### config.mk
export PLATFORM = sky130hd
export DESIGN_NAME = nib_exec
export DESIGN_NICKNAME = d
export VERILOG_FILES = /design/src/rtl/nib_pkg.sv /design/src/rtl/nib_store.sv /design/src/rtl/nib_alu.sv /design/src/rtl/nib_exec.sv
export SDC_FILE = /design/constraint.sdc
export NUM_CORES = 1
export LEC_CHECK = 0
export BUFFER_PORTS_ARGS = -buffer_cell sky130_fd_sc_hd__buf_2
export CAP_MARGIN = 5
export CORE_ASPECT_RATIO = 0.5
export CORE_UTILIZATION = 45
export CTS_CLUSTER_SIZE = 8
export DETAILED_ROUTE_END_ITERATION = 10
export SLEW_MARGIN = 20
export SYNTH_ARGS = -nofsm -noshare
export SYNTH_HDL_FRONTEND = slang
export SYNTH_SLANG_ARGS = --single-unit
### constraint.sdc
create_clock -name clk -period 9.57 [get_ports clk]
set_clock_uncertainty 0.05 [all_clocks]
set_input_delay 0.4785 -clock clk [delete_from_list [all_inputs] [get_ports clk]]
set_output_delay 0.4785 -clock clk [all_outputs]
set_load 0.05 [all_outputs]
### src/rtl/nib_pkg.sv
package nib_pkg;

  typedef enum logic [3:0] {
    OP_NOP   = 4'd0,
    OP_ANDR  = 4'd1,
    OP_ANDI  = 4'd2,
    OP_ORR   = 4'd3,
    OP_ORI   = 4'd4,
    OP_XORR  = 4'd5,
    OP_XORI  = 4'd6,
    OP_ROTR  = 4'd7,
    OP_LOAD  = 4'd8,
    OP_STORE = 4'd9,
    OP_MVIND = 4'd10,
    OP_MVFRI = 4'd11,
    OP_MVCOL = 4'd12,
    OP_MVIMM = 4'd13,
    OP_TALL1 = 4'd14,
    OP_TALL0 = 4'd15
  } nib_op_e;

  typedef enum logic [1:0] {
    DST_NONE = 2'd0,
    DST_REG  = 2'd1,
    DST_MEM  = 2'd2
  } nib_dst_e;

endpackage

### src/rtl/nib_store.sv
module nib_store #(
  parameter int DW  = 4,
  parameter int AW  = 4,
  parameter int NRD = 1
) (
  input  logic                     clk,
  input  logic                     rst_n,
  input  logic                     we,
  input  logic [AW-1:0]            waddr,
  input  logic [DW-1:0]            wdata,
  input  logic [NRD-1:0][AW-1:0]   raddr,
  output logic [NRD-1:0][DW-1:0]   rdata
);

  localparam int DEPTH = 1 << AW;

  logic [DW-1:0] cells_q [DEPTH];
  logic [DW-1:0] cells_d [DEPTH];

  // next state: a single write port, all other cells hold
  always_comb begin
    for (int i = 0; i < DEPTH; i++) begin
      cells_d[i] = cells_q[i];
    end
    if (we) begin
      cells_d[waddr] = wdata;
    end
  end

  always_ff @(posedge clk or negedge rst_n) begin
    if (!rst_n) begin
      for (int i = 0; i < DEPTH; i++) begin
        cells_q[i] <= '0;
      end
    end else begin
      for (int i = 0; i < DEPTH; i++) begin
        cells_q[i] <= cells_d[i];
      end
    end
  end

  // reads see the contents held before this cycle's write
  for (genvar p = 0; p < NRD; p++) begin : g_rd
    assign rdata[p] = cells_q[raddr[p]];
  end


  write_lands_chk: assert property (@(posedge clk) disable iff (!rst_n)
    we |=> (cells_q[$past(waddr)] == $past(wdata)));

endmodule

### src/rtl/nib_alu.sv
module nib_alu
  import nib_pkg::*;
#(
  parameter int DW = 4
) (
  input  nib_op_e        op,
  input  logic [DW-1:0]  reg_v,
  input  logic [DW-1:0]  mem_a,
  input  logic [DW-1:0]  mem_b,
  input  logic [DW-1:0]  imm,
  input  logic           cin,
  output logic [DW-1:0]  res,
  output nib_dst_e       dst,
  output logic           cout,
  output logic           skip_o
);

  logic [DW-1:0] sel_bits;
  logic          all_one;
  logic          all_zero;

  assign sel_bits = mem_a & imm;
  assign all_one  = (sel_bits == imm);
  assign all_zero = (sel_bits == '0);

  always_comb begin
    res    = '0;
    dst    = DST_NONE;
    cout   = cin;
    skip_o = 1'b0;
    unique case (op)
      OP_ANDR:  begin res = reg_v & mem_a; dst = DST_REG; end
      OP_ORR:   begin res = reg_v | mem_a; dst = DST_REG; end
      OP_XORR:  begin res = reg_v ^ mem_a; dst = DST_REG; end
      OP_ANDI:  begin res = mem_a & imm;   dst = DST_MEM; end
      OP_ORI:   begin res = mem_a | imm;   dst = DST_MEM; end
      OP_XORI:  begin res = mem_a ^ imm;   dst = DST_MEM; end
      OP_ROTR: begin
        res  = {cin, reg_v[DW-1:1]};
        cout = reg_v[0];
        dst  = DST_REG;
      end
      OP_LOAD:  begin res = mem_a; dst = DST_REG; end
      OP_STORE: begin res = reg_v; dst = DST_MEM; end
      OP_MVIND: begin res = mem_a; dst = DST_MEM; end
      OP_MVFRI: begin res = mem_b; dst = DST_MEM; end
      OP_MVCOL: begin res = mem_b; dst = DST_MEM; end
      OP_MVIMM: begin res = imm;   dst = DST_MEM; end
      OP_TALL1: skip_o = all_one;
      OP_TALL0: skip_o = all_zero;
      default:  ;
    endcase
  end


  always_comb begin
    if ((op == OP_TALL1 || op == OP_TALL0) && imm == '0) begin
      mask_zero_chk: assert (skip_o);
    end
  end

endmodule

### src/rtl/nib_exec.sv
module nib_exec
  import nib_pkg::*;
#(
  parameter int DW   = 4,
  parameter int RW   = 2,
  parameter int CW   = 4,
  parameter int NREG = 16
) (
  input  logic                       clk,
  input  logic                       rst_n,
  input  logic                       op_valid,
  input  logic [3:0]                 op_code,
  input  logic [RW-1:0]              row,
  input  logic [CW-1:0]              col,
  input  logic [CW-1:0]              col_src,
  input  logic [$clog2(NREG)-1:0]    reg_sel,
  input  logic [DW-1:0]              imm,
  output logic                       wb_valid,
  output logic                       wb_to_mem,
  output logic [DW-1:0]              wb_data,
  output logic                       carry,
  output logic                       skip
);

  localparam int RIW = $clog2(NREG);
  localparam int MAW = RW + CW;

  // reset: asserted asynchronously, released on the clock
  logic [1:0] rst_sync_q;
  logic       rst_q_n;

  always_ff @(posedge clk or negedge rst_n) begin
    if (!rst_n) rst_sync_q <= 2'b00;
    else        rst_sync_q <= {rst_sync_q[0], 1'b1};
  end
  assign rst_q_n = rst_sync_q[1];

  nib_op_e op;
  assign op = nib_op_e'(op_code);

  // register file
  logic [0:0][DW-1:0]  reg_rdata;
  logic [0:0][RIW-1:0] reg_raddr;
  logic [DW-1:0]       reg_rd;
  logic                reg_we;

  assign reg_raddr[0] = reg_sel;
  assign reg_rd       = reg_rdata[0];

  // column named by register contents
  logic [CW-1:0] ind_col;
  if (CW <= DW) begin : g_col_narrow
    assign ind_col = reg_rd[CW-1:0];
  end else begin : g_col_wide
    assign ind_col = {{(CW-DW){1'b0}}, reg_rd};
  end

  // data memory: port 0 primary operand, port 1 second column
  logic [1:0][MAW-1:0] mem_raddr;
  logic [1:0][DW-1:0]  mem_rdata;
  logic                mem_we;
  logic [MAW-1:0]      mem_waddr;
  logic [CW-1:0]       src_col;
  logic [CW-1:0]       dst_col;

  assign src_col      = (op == OP_MVFRI) ? ind_col : col_src;
  assign dst_col      = (op == OP_MVIND) ? ind_col : col;
  assign mem_raddr[0] = {row, col};
  assign mem_raddr[1] = {row, src_col};
  assign mem_waddr    = {row, dst_col};

  // execute
  logic [DW-1:0] alu_res;
  nib_dst_e      alu_dst;
  logic          alu_cout;
  logic          alu_skip;

  nib_alu #(.DW(DW)) u_alu (
    .op     (op),
    .reg_v  (reg_rd),
    .mem_a  (mem_rdata[0]),
    .mem_b  (mem_rdata[1]),
    .imm    (imm),
    .cin    (carry),
    .res    (alu_res),
    .dst    (alu_dst),
    .cout   (alu_cout),
    .skip_o (alu_skip)
  );

  assign reg_we = op_valid && (alu_dst == DST_REG);
  assign mem_we = op_valid && (alu_dst == DST_MEM);

  nib_store #(.DW(DW), .AW(RIW), .NRD(1)) u_regs (
    .clk   (clk),
    .rst_n (rst_q_n),
    .we    (reg_we),
    .waddr (reg_sel),
    .wdata (alu_res),
    .raddr (reg_raddr),
    .rdata (reg_rdata)
  );

  nib_store #(.DW(DW), .AW(MAW), .NRD(2)) u_mem (
    .clk   (clk),
    .rst_n (rst_q_n),
    .we    (mem_we),
    .waddr (mem_waddr),
    .wdata (alu_res),
    .raddr (mem_raddr),
    .rdata (mem_rdata)
  );

  // result stage
  logic          wbv_d, wbm_d, cy_d, sk_d;
  logic [DW-1:0] wbd_d;
  logic          wbv_q, wbm_q, cy_q, sk_q;
  logic [DW-1:0] wbd_q;

  always_comb begin
    wbv_d = reg_we || mem_we;
    wbm_d = mem_we;
    sk_d  = op_valid && alu_skip;
    wbd_d = wbd_q;
    cy_d  = cy_q;
    if (reg_we || mem_we) wbd_d = alu_res;
    if (op_valid)         cy_d  = alu_cout;
  end

  always_ff @(posedge clk or negedge rst_q_n) begin
    if (!rst_q_n) begin
      wbv_q <= 1'b0;
      wbm_q <= 1'b0;
      wbd_q <= '0;
      cy_q  <= 1'b0;
      sk_q  <= 1'b0;
    end else begin
      wbv_q <= wbv_d;
      wbm_q <= wbm_d;
      wbd_q <= wbd_d;
      cy_q  <= cy_d;
      sk_q  <= sk_d;
    end
  end

  assign wb_valid  = wbv_q;
  assign wb_to_mem = wbm_q;
  assign wb_data   = wbd_q;
  assign carry     = cy_q;
  assign skip      = sk_q;


  rotate_chk: assert property (@(posedge clk) disable iff (!rst_q_n)
    (op_valid && op == OP_ROTR) |=>
      (carry == $past(reg_rd[0]) &&
       wb_data == {$past(carry), $past(reg_rd[DW-1:1])}));


  carry_hold_chk: assert property (@(posedge clk) disable iff (!rst_q_n)
    !(op_valid && op == OP_ROTR) |=> $stable(carry));


  skip_src_chk: assert property (@(posedge clk) disable iff (!rst_q_n)
    !(op_valid && (op == OP_TALL1 || op == OP_TALL0)) |=> !skip);


  test_no_write_chk: assert property (@(posedge clk) disable iff (!rst_q_n)
    (op_valid && (op == OP_TALL1 || op == OP_TALL0)) |=> !wb_valid);


  idle_chk: assert property (@(posedge clk) disable iff (!rst_q_n)
    !op_valid |=> (!wb_valid && !skip && $stable(wb_data)));


  mem_flag_chk: assert property (@(posedge clk) disable iff (!rst_q_n)
    wb_to_mem |-> wb_valid);

endmodule

==> flow_summary.toml, run 1 <==
[power]
clockPowerShare = 0.378
p_comb_frac = 0.191
power_leakage_nw = 8.93
p_per_area_mw_per_mm2 = 192
pwr-share-seq = 0.431
power.internal_mw = 2.74
p_sw_frac = 0.308
ir_drop_mv = 0.123
p_sw_mw = 1.22
p_total_mw = 3.95

[routing]
dr.pass1.iters = 5
routedWlPerCell_um = 27.1
drc_errors = 0
via_count = 15500
wirelength_mm = 64.0
postRouteAntennaNets = 0
via_per_inst = 6.57
drtIter0Drc = 1975

[final_layout]
nets = 1843
area_delta_synth_final_pct = 8.89
fin_util = 0.503
drive_above_1_share = 0.220
diodes = 0

[timing]
clock.fmax_mhz = 180
fin_crit_sh = 0.580
worstMarginPinSlew_ns = 1.21
hold_viol = 0
slew_headroom = 0.188
grt_setup_unrepaired = "false"
setup_viol = 0
tns_ns = 0
final_max_slew_viol_count = 0
period_minus_slack_ns = 5.56

[yosys]
synth_edf_count = 0
yosysWarningCount = 0
synth_fp_nets = 1849
post-synth-top-area-cell = "dfrtp_1"
synth_most_common_cell = "dfrtp_1"
synth-seq-area-share = 0.437
syn_area_per_cell_um2 = 10.4
ys_ff_latch = 330
ys_async_sr_fraction = 1.00
synth_area_leaders = "dfrtp_1 (44%), mux4_2 (12%), mux2_2 (9.7%), nor2_1 (5.3%), a21oi_1 (4.8%)"
syn_area_mm2 = 0.0189
synth_top_area_share = 0.437
synth_cell_types = 70
synth-main-ff-cell = "dfrtp_1"
synthTopCellsByCount = "dfrtp_1 (330), nor2_1 (269), nand2_1 (212)"
syn_inst = 1824

[critical_path]
cp.required_ns = 10.01
startpoint_type = "primary input"
critPathKind = "in -> reg"
crit_fanout = 56
crit_path_end_kind = "flop"
cp.arrival_ns = 6.00

[grt]
grt_remaining_overflow = 0
grt_pass1_wl_mm = 96.4
grt_max_degree = 79
antenna_found_initial = 2
grt_pass1_vias = 14600
track_usage = 0.300

[floorplanning]
coreArea_mm2 = 0.0409
die_y_um = 147
die_w_um = 292
core.rowCount = 52
start_util = 0.462
die-area_mm2 = 0.0429
io_pins = 33

[placed_design]
portBuffers = 32
place_hpwl_mm = 44.5
place_congestion = 1.01

[clock_network]
cts_sinks = 330
postCtsSetupBuffers = 0
cts_buffers = 47
hold_buffers = 1
ctsLongestPathBuffers = 3
cts_resized = 0
cts_root_buffer = "clkbuf_16"
htree_levels = 2
tritoncts = "built"
clock_latency_ns = 0.58
clk_pin_slew_worst_paths_ns = 0.05

[job]
maxCapViolations = 0

[min_path]
hp-class = "in -> reg"

[status]
status = "finished clean"
## state kept, by name, indices dropped and copies added, names as in the netlist
| signal | cells |
|---|---|
| u_mem.cells_q | 256 |
| carry | 1 |
| wb_data | 4 |
| rst_sync_q | 2 |
| u_regs.cells_q | 64 |
| wb_valid | 1 |
| skip | 1 |
| wb_to_mem | 1 |
## final timing paths
path                                                start                              to  slack, ns  cells past startpoint
setup reg to reg           u_regs.cells_q[21]$_DFFE_PN0P_  u_mem.cells_q[207]$_DFFE_PN0P_       4.39                     11
setup / recovery                               reg_sel[1]  u_mem.cells_q[207]$_DFFE_PN0P_       4.01                     12
hold reg to reg                   rst_sync_q[0]$_DFF_PN0_         rst_sync_q[1]$_DFF_PN0_       0.30                      0
min in group asynchronous                           rst_n         rst_sync_q[1]$_DFF_PN0_       0.16                      2
hold / removal                                     imm[1]                  skip$_DFF_PN0_       0.12                      2
max in group asynchronous         rst_sync_q[1]$_DFF_PN0_              wb_valid$_DFF_PN0_       6.98                      2
## metrics by stage
stage               setup slack, ns  hold slack, ns  instances  area [µm²]
floorplan                      4.12           0.133       1824       18900
global placement               3.69           0.214       2308       19300
detailed placement             3.60           0.216       2308       19300
CTS                            4.15           0.115       2361       20600
global route                   3.75           0.126       2361       20600
finish                         4.01           0.118       2361       20600
## worst max-delay path, cell delays in order
cell and delay [ns]:
buf_2 0.71, mux2i_1 0.17, a22o_1 0.30, o21a_1 0.35
nor3_4 0.73, buf_4 0.72, a21oi_1 0.15, a221oi_1 0.30
o21ai_0 0.29, o41ai_4 0.85, buf_4 0.59, mux2_2 0.26
## layer usage
| metal | vias to the layer above | GRT usage | part of all wire |
|---|---|---|---|
| met5 | - | 0 | 0.00020 |
| met1 | 7886 | 0.438 | 0.43 |
| met2 | 874 | 0.428 | 0.42 |
| met4 | 2 | 0.0800 | 0.025 |
| met3 | 115 | 0.0971 | 0.12 |
| li1 | 6638 | - | - |
## cells by family (layout without fill, tap and decap cells)
logic type	after synthesis	after routing	synth area share
buffers and inverters	142	139	0.0436
AND/OR/NAND/NOR	619	619	0.139
multiplexers	323	323	0.246
flip-flops	330	330	0.437
AO/OA/AOI/OAI	408	408	0.134
other	1	1	0.000198
XOR/XNOR	1	1	0.000463
## cells in the final DEF (no fill, tap or decap), types with 11 or more instances in the layout
cell type / count
buf_4: 37
nor2_1: 269
mux2i_1: 61
mux2_2: 162
a22oi_1: 19
mux4_2: 97
o21ai_0: 77
inv_1: 18
a21oi_1: 182
nor3_1: 43
clkbuf_16: 48
buf_2: 31
dfrtp_1: 329
nand2_1: 212
nand2b_1: 11
nand3_1: 24
a31oi_1: 16
## layout make-up
class	instances	area (µm²)
Timing Repair Buffer	69	443
Clock inverter	3	33.8
Multi-Input combinational cell	1352	9890
Clock buffer	49	1200
Sequential cell	330	8260
Fill cell	3731	20300
Inverter	18	67.6
Tap cell	540	676
## power by group through the flow
stage	Combinational [mW]	Clock, mW	Sequential [mW]
after CTS	0.737	1.51	1.70
after floorplan	0.510	0	1.70
final	0.754	1.49	1.71
after detailed placement	0.733	0	1.72
after global placement	0.724	0	1.72
after global routing	0.806	1.56	1.72
Power figures use the tool's default switching activity.
==> run 2: changes to the inputs <==
clock period = 5.1 ns   (was 9.57 ns; I/O delays follow)
==> flow_summary.toml, run 2 (same netlist as run 1, synthesis figures left out) <==
[floorplanning]
start_util = 0.462
coreArea_mm2 = 0.0409
die_y_um = 147
die_w_um = 292
die-area_mm2 = 0.0429
io_pins = 33
core.rowCount = 52

[grt]
antenna_found_initial = 2
track_usage = 0.307
grt_pass1_wl_mm = 98.4
grt_max_degree = 152
grt_pass1_vias = 15400
grt_remaining_overflow = 0

[power]
p_sw_frac = 0.309
power_leakage_nw = 9.44
clockPowerShare = 0.375
p_per_area_mw_per_mm2 = 351
ir_drop_mv = 0.265
pwr-share-seq = 0.424
p_sw_mw = 2.33
p_total_mw = 7.54
p_comb_frac = 0.201
power.internal_mw = 5.21

[min_path]
hp-class = "in -> reg"

[final_layout]
drive_above_1_share = 0.254
final_cell_mix = "dfrtp_1 (329), nor2_1 (269), nand2_1 (212)"
max_flop_register = "u_mem.cells_q"
diodes = 0
nFillCells = 3669
largest_reg_flops = 256
layout_commonest_cell = "dfrtp_1"
area_delta_synth_final_pct = 13.5
nets = 1934

[critical_path]
cp.required_ns = 5.47
path_cells = "mux4_2 > mux4_2 > mux4_2 > mux2i_1 > nand3_1 > nor2b_4 > buf_4 > a21oi_1"
slowest_stage = "nor2b_4"
r2r_slack_ns = 0.92
crit_fanout = 38
startpoint_type = "flop"
crit_top_cell = "mux4_2"
critPathKind = "reg -> reg"
path_delay_family = "multiplexers"
cpPeakStageDelay_ns = 0.94
crit_buf_inv = 1
cp.arrival_ns = 4.55
crit_path_end_kind = "flop"

[timing]
clock.fmax_mhz = 239
grt_setup_unrepaired = "false"
setup_viol = 0
fin_crit_sh = 0.820
final_max_slew_viol_count = 0
hold_viol = 0
tns_ns = 0
period_minus_slack_ns = 4.18
worstMarginPinSlew_ns = 1.10
slew_headroom = 0.266

[job]
maxCapViolations = 0

[routing]
drtIter0Drc = 2115
drc_errors = 0
dr.pass1.iters = 6
via_count = 15800
routedWlPerCell_um = 26.5
wirelength_mm = 65.1
via_per_inst = 6.43
postRouteAntennaNets = 0

[clock_network]
tritoncts = "built"
cts_resized = 0
htree_levels = 2
cts_buffers = 47
clk_pin_slew_worst_paths_ns = 0.06
ctsLongestPathBuffers = 3
cts_root_buffer = "clkbuf_16"
clock_latency_ns = 0.58
postCtsSetupBuffers = 0
cts_sinks = 330

[placed_design]
place_congestion = 1.02
portBuffers = 32
place_hpwl_mm = 46.1

[status]
status = "finished clean"
==> run 2: power by group through the flow <==
stage               clock network (mW)  registers, mW  logic (mW)
floorplan                            0           3.19       0.958
finish                            2.82           3.20        1.51
global placement                     0           3.22        1.45
detailed placement                   0           3.22        1.47
global route                      2.96           3.23        1.61
CTS                               2.84           3.18        1.48
==> run 2: routing by layer <==
| layer | part of all wire | track usage | vias to the layer above |
|---|---|---|---|
| met5 | 0.00040 | 0.00665 | - |
| met1 | 0.41 | 0.425 | 7825 |
| met4 | 0.036 | 0.105 | 4 |
| met2 | 0.42 | 0.434 | 924 |
| li1 | - | - | 6847 |
| met3 | 0.13 | 0.125 | 170 |
==> run 2: final timing paths <==
| kind | to | from | cells after the start |
|---|---|---|---|
| max | u_mem.cells_q[229]$_DFFE_PN0P_ | u_mem.cells_q[145]$_DFFE_PN0P_ | 8 |
| max reg2reg | u_mem.cells_q[229]$_DFFE_PN0P_ | u_mem.cells_q[145]$_DFFE_PN0P_ | 8 |
| min reg2reg | u_mem.cells_q[124]$_DFFE_PN0P_ | rst_sync_q[1]$_DFF_PN0_ | 0 |
| max in group asynchronous | u_mem.cells_q[195]$_DFFE_PN0P_ | rst_sync_q[1]$_DFF_PN0_ | 1 |
| min | carry$_DFFE_PN0P_ | op_valid | 3 |
| min in group asynchronous | u_mem.cells_q[124]$_DFFE_PN0P_ | rst_sync_q[1]$_DFF_PN0_ | 0 |
==> run 2: metrics by stage <==
step	setup WS [ns]	hold WS, ns	cells	utilization	cell area (µm²)
2_1_floorplan	1.60	-0.0906	1824	-	18900
3_3_place_gp	0.479	-0.0101	2396	0.493	20200
3_5_place_dp	0.463	-0.00694	2396	0.493	20200
4_1_cts	0.998	0.0453	2452	0.524	21400
5_1_grt	0.710	0.0634	2452	0.524	21400
6_report	0.920	0.0527	2452	0.524	21400
==> run 2: area by class of cell <==
| type | count | area, µm² | share of cell area |
|---|---|---|---|
| Multi-Input combinational cell | 1352 | 9880 | 0.461 |
| Sequential cell | 330 | 8260 | 0.385 |
| Timing Repair Buffer | 160 | 1320 | 0.0616 |
| Clock buffer | 49 | 1200 | 0.0562 |
| Tap cell | 540 | 676 | 0.0315 |
| Inverter | 18 | 67.6 | 0.00315 |
| Clock inverter | 3 | 33.8 | 0.00158 |
==> run 2: repair_timing <==
item	CTS	global route
endpoints found under the hold margin	3	0
hold buffers	4	0
setup endpoints to repair	0	0
==> run 2: worst register-to-register path, cell delays in order, from the launching register on <==
cell,delay (ns)
dfrtp_1,0.48
mux4_2,0.50
mux4_2,0.54
mux4_2,0.61
mux2i_1,0.19
nand3_1,0.29
nor2b_4,0.94
buf_4,0.35
a21oi_1,0.09
==> run 3: changes to the inputs <==
clock period = 4.4 ns   (was 5.1 ns; I/O delays follow)
==> flow_summary.toml, run 3 (same netlist as run 1, synthesis figures left out) <==
[timing]
slew_headroom = 0.380
worstMarginPinSlew_ns = 0.926
clock.fmax_mhz = 251
hold_viol = 0
fin_crit_sh = 0.907
setup_viol = 0
fin_ws_ns = 0.410
grt_setup_unrepaired = "false"
period_minus_slack_ns = 3.99
final_max_slew_viol_count = 0
tns_ns = 0
hold_ws_ns = 0.180

[grt]
grt_pass1_wl_mm = 98.2
antenna_found_initial = 2
track_usage = 0.304
grt_pass1_vias = 15200
grt_remaining_overflow = 0
grt_max_degree = 127

[routing]
wirelength_mm = 64.5
dr.pass1.iters = 6
drc_errors = 0
postRouteAntennaNets = 0
via_count = 15900
drtIter0Drc = 1765
routedWlPerCell_um = 26.1
via_per_inst = 6.41

[clock_network]
cts_buffers = 47
ctsLongestPathBuffers = 3
clk_pin_slew_worst_paths_ns = 0.05
postCtsSetupBuffers = 0
cts_resized = 0
cts_sinks = 330
cts_root_buffer = "clkbuf_16"
tritoncts = "built"
clock_latency_ns = 0.56
htree_levels = 2

[critical_path]
cpPeakStageDelay_ns = 0.65
crit_top_cell = "mux4_2"
cp.required_ns = 4.85
path_delay_family = "multiplexers"
path_cells = "mux4_2 > mux4_2 > mux4_2 > a2111oi_0 > a21boi_0 > mux2i_1 > a21oi_1 > dlygate4sd3_1"
slowest_stage = "a2111oi_0"
crit_buf_inv = 1
crit_path_end_kind = "flop"
crit_fanout = 4
critPathKind = "reg -> reg"
startpoint_type = "flop"
cp.arrival_ns = 4.44

[final_layout]
finalNonFillerCells = 2475
nFillCells = 3655
drive_above_1_share = 0.262
area_delta_synth_final_pct = 15.1
seqCellArea_mm2 = 0.00826
design_area_mm2 = 0.0217
nets = 1957
fin_util = 0.531
max_flop_register = "u_mem.cells_q"
multi_input_area_mm2 = 0.00988
layout_commonest_cell = "dfrtp_1"
final_cell_mix = "dfrtp_1 (329), nor2_1 (269), nand2_1 (212)"
largest_reg_flops = 256

[placed_design]
pre_cts_ws_ns = 0.148
portBuffers = 32
place_congestion = 0.991
place_hpwl_mm = 46.4
dpl-instance-area_mm2 = 0.0205
dp_cells = 2418

[power]
power.internal_mw = 6.08
p_total_mw = 8.72
pwr-share-seq = 0.427
power_leakage_nw = 9.61
clockPowerShare = 0.371
p_comb_frac = 0.202
p_sw_frac = 0.303
p_per_area_mw_per_mm2 = 401
p_sw_mw = 2.64
ir_drop_mv = 0.245

[floorplanning]
die_y_um = 147
die_w_um = 292
core.rowCount = 52
io_pins = 33
die-area_mm2 = 0.0429
start_util = 0.462
coreArea_mm2 = 0.0409

[status]
status = "finished clean"

[min_path]
hp-class = "in -> reg"

[job]
maxCapViolations = 0
-- run 3: path summary, 6_finish.rpt --
kind	from	to	slack, ns	depth (start not counted)
max	u_mem.cells_q[228]$_DFFE_PN0P_	skip$_DFF_PN0_	0.41	8
max in group asynchronous	rst_sync_q[1]$_DFF_PN0_	u_mem.cells_q[199]$_DFFE_PN0P_	2.82	1
max reg2reg	u_mem.cells_q[228]$_DFFE_PN0P_	skip$_DFF_PN0_	0.41	8
min	reg_sel[0]	u_regs.cells_q[51]$_DFFE_PN0P_	0.18	3
min in group asynchronous	rst_sync_q[1]$_DFF_PN0_	u_mem.cells_q[26]$_DFFE_PN0P_	0.31	0
min reg2reg	rst_sync_q[0]$_DFF_PN0_	rst_sync_q[1]$_DFF_PN0_	0.29	0
-- run 3: area by class of cell --
class / count / share of cell area
Antenna cell: 1 / 0.000115
Clock buffer: 50 / 0.0566
Clock inverter: 1 / 0.000403
Inverter: 18 / 0.00311
Multi-Input combinational cell: 1352 / 0.454
Sequential cell: 330 / 0.380
Tap cell: 540 / 0.0311
Timing Repair Buffer: 183 / 0.0746
-- run 3: what timing repair did --
| item | in CTS | in global routing |
|---|---|---|
| endpoints found under the hold margin | 4 | 0 |
| setup endpoints to repair | 0 | 0 |
| hold buffers | 5 | 0 |
-- run 3: power by group through the flow --
stage	registers (mW)	clock network, mW	logic [mW]
2_1_floorplan	3.70	0	1.11
3_3_place_gp	3.75	0	1.70
3_5_place_dp	3.75	0	1.72
4_1_cts	3.71	3.27	1.73
5_1_grt	3.76	3.40	1.87
6_report	3.72	3.24	1.76
-- run 3: worst reg2reg max path, delay by kind of cell (launching register included) --
family / cells / cell delay (ns)
buffers and inverters: 1 / 0.56
DFF: 1 / 0.41
AOI/OAI and AO/OA: 3 / 1.12
muxes: 4 / 1.78
-- run 3: layer usage --
metal  share of wire  wire [µm]  global-route usage
met1            0.43      27700               0.443
met2            0.44      28200               0.451
met3            0.11       7030              0.0779
met4           0.025       1590              0.0779
met5               0          0                   0
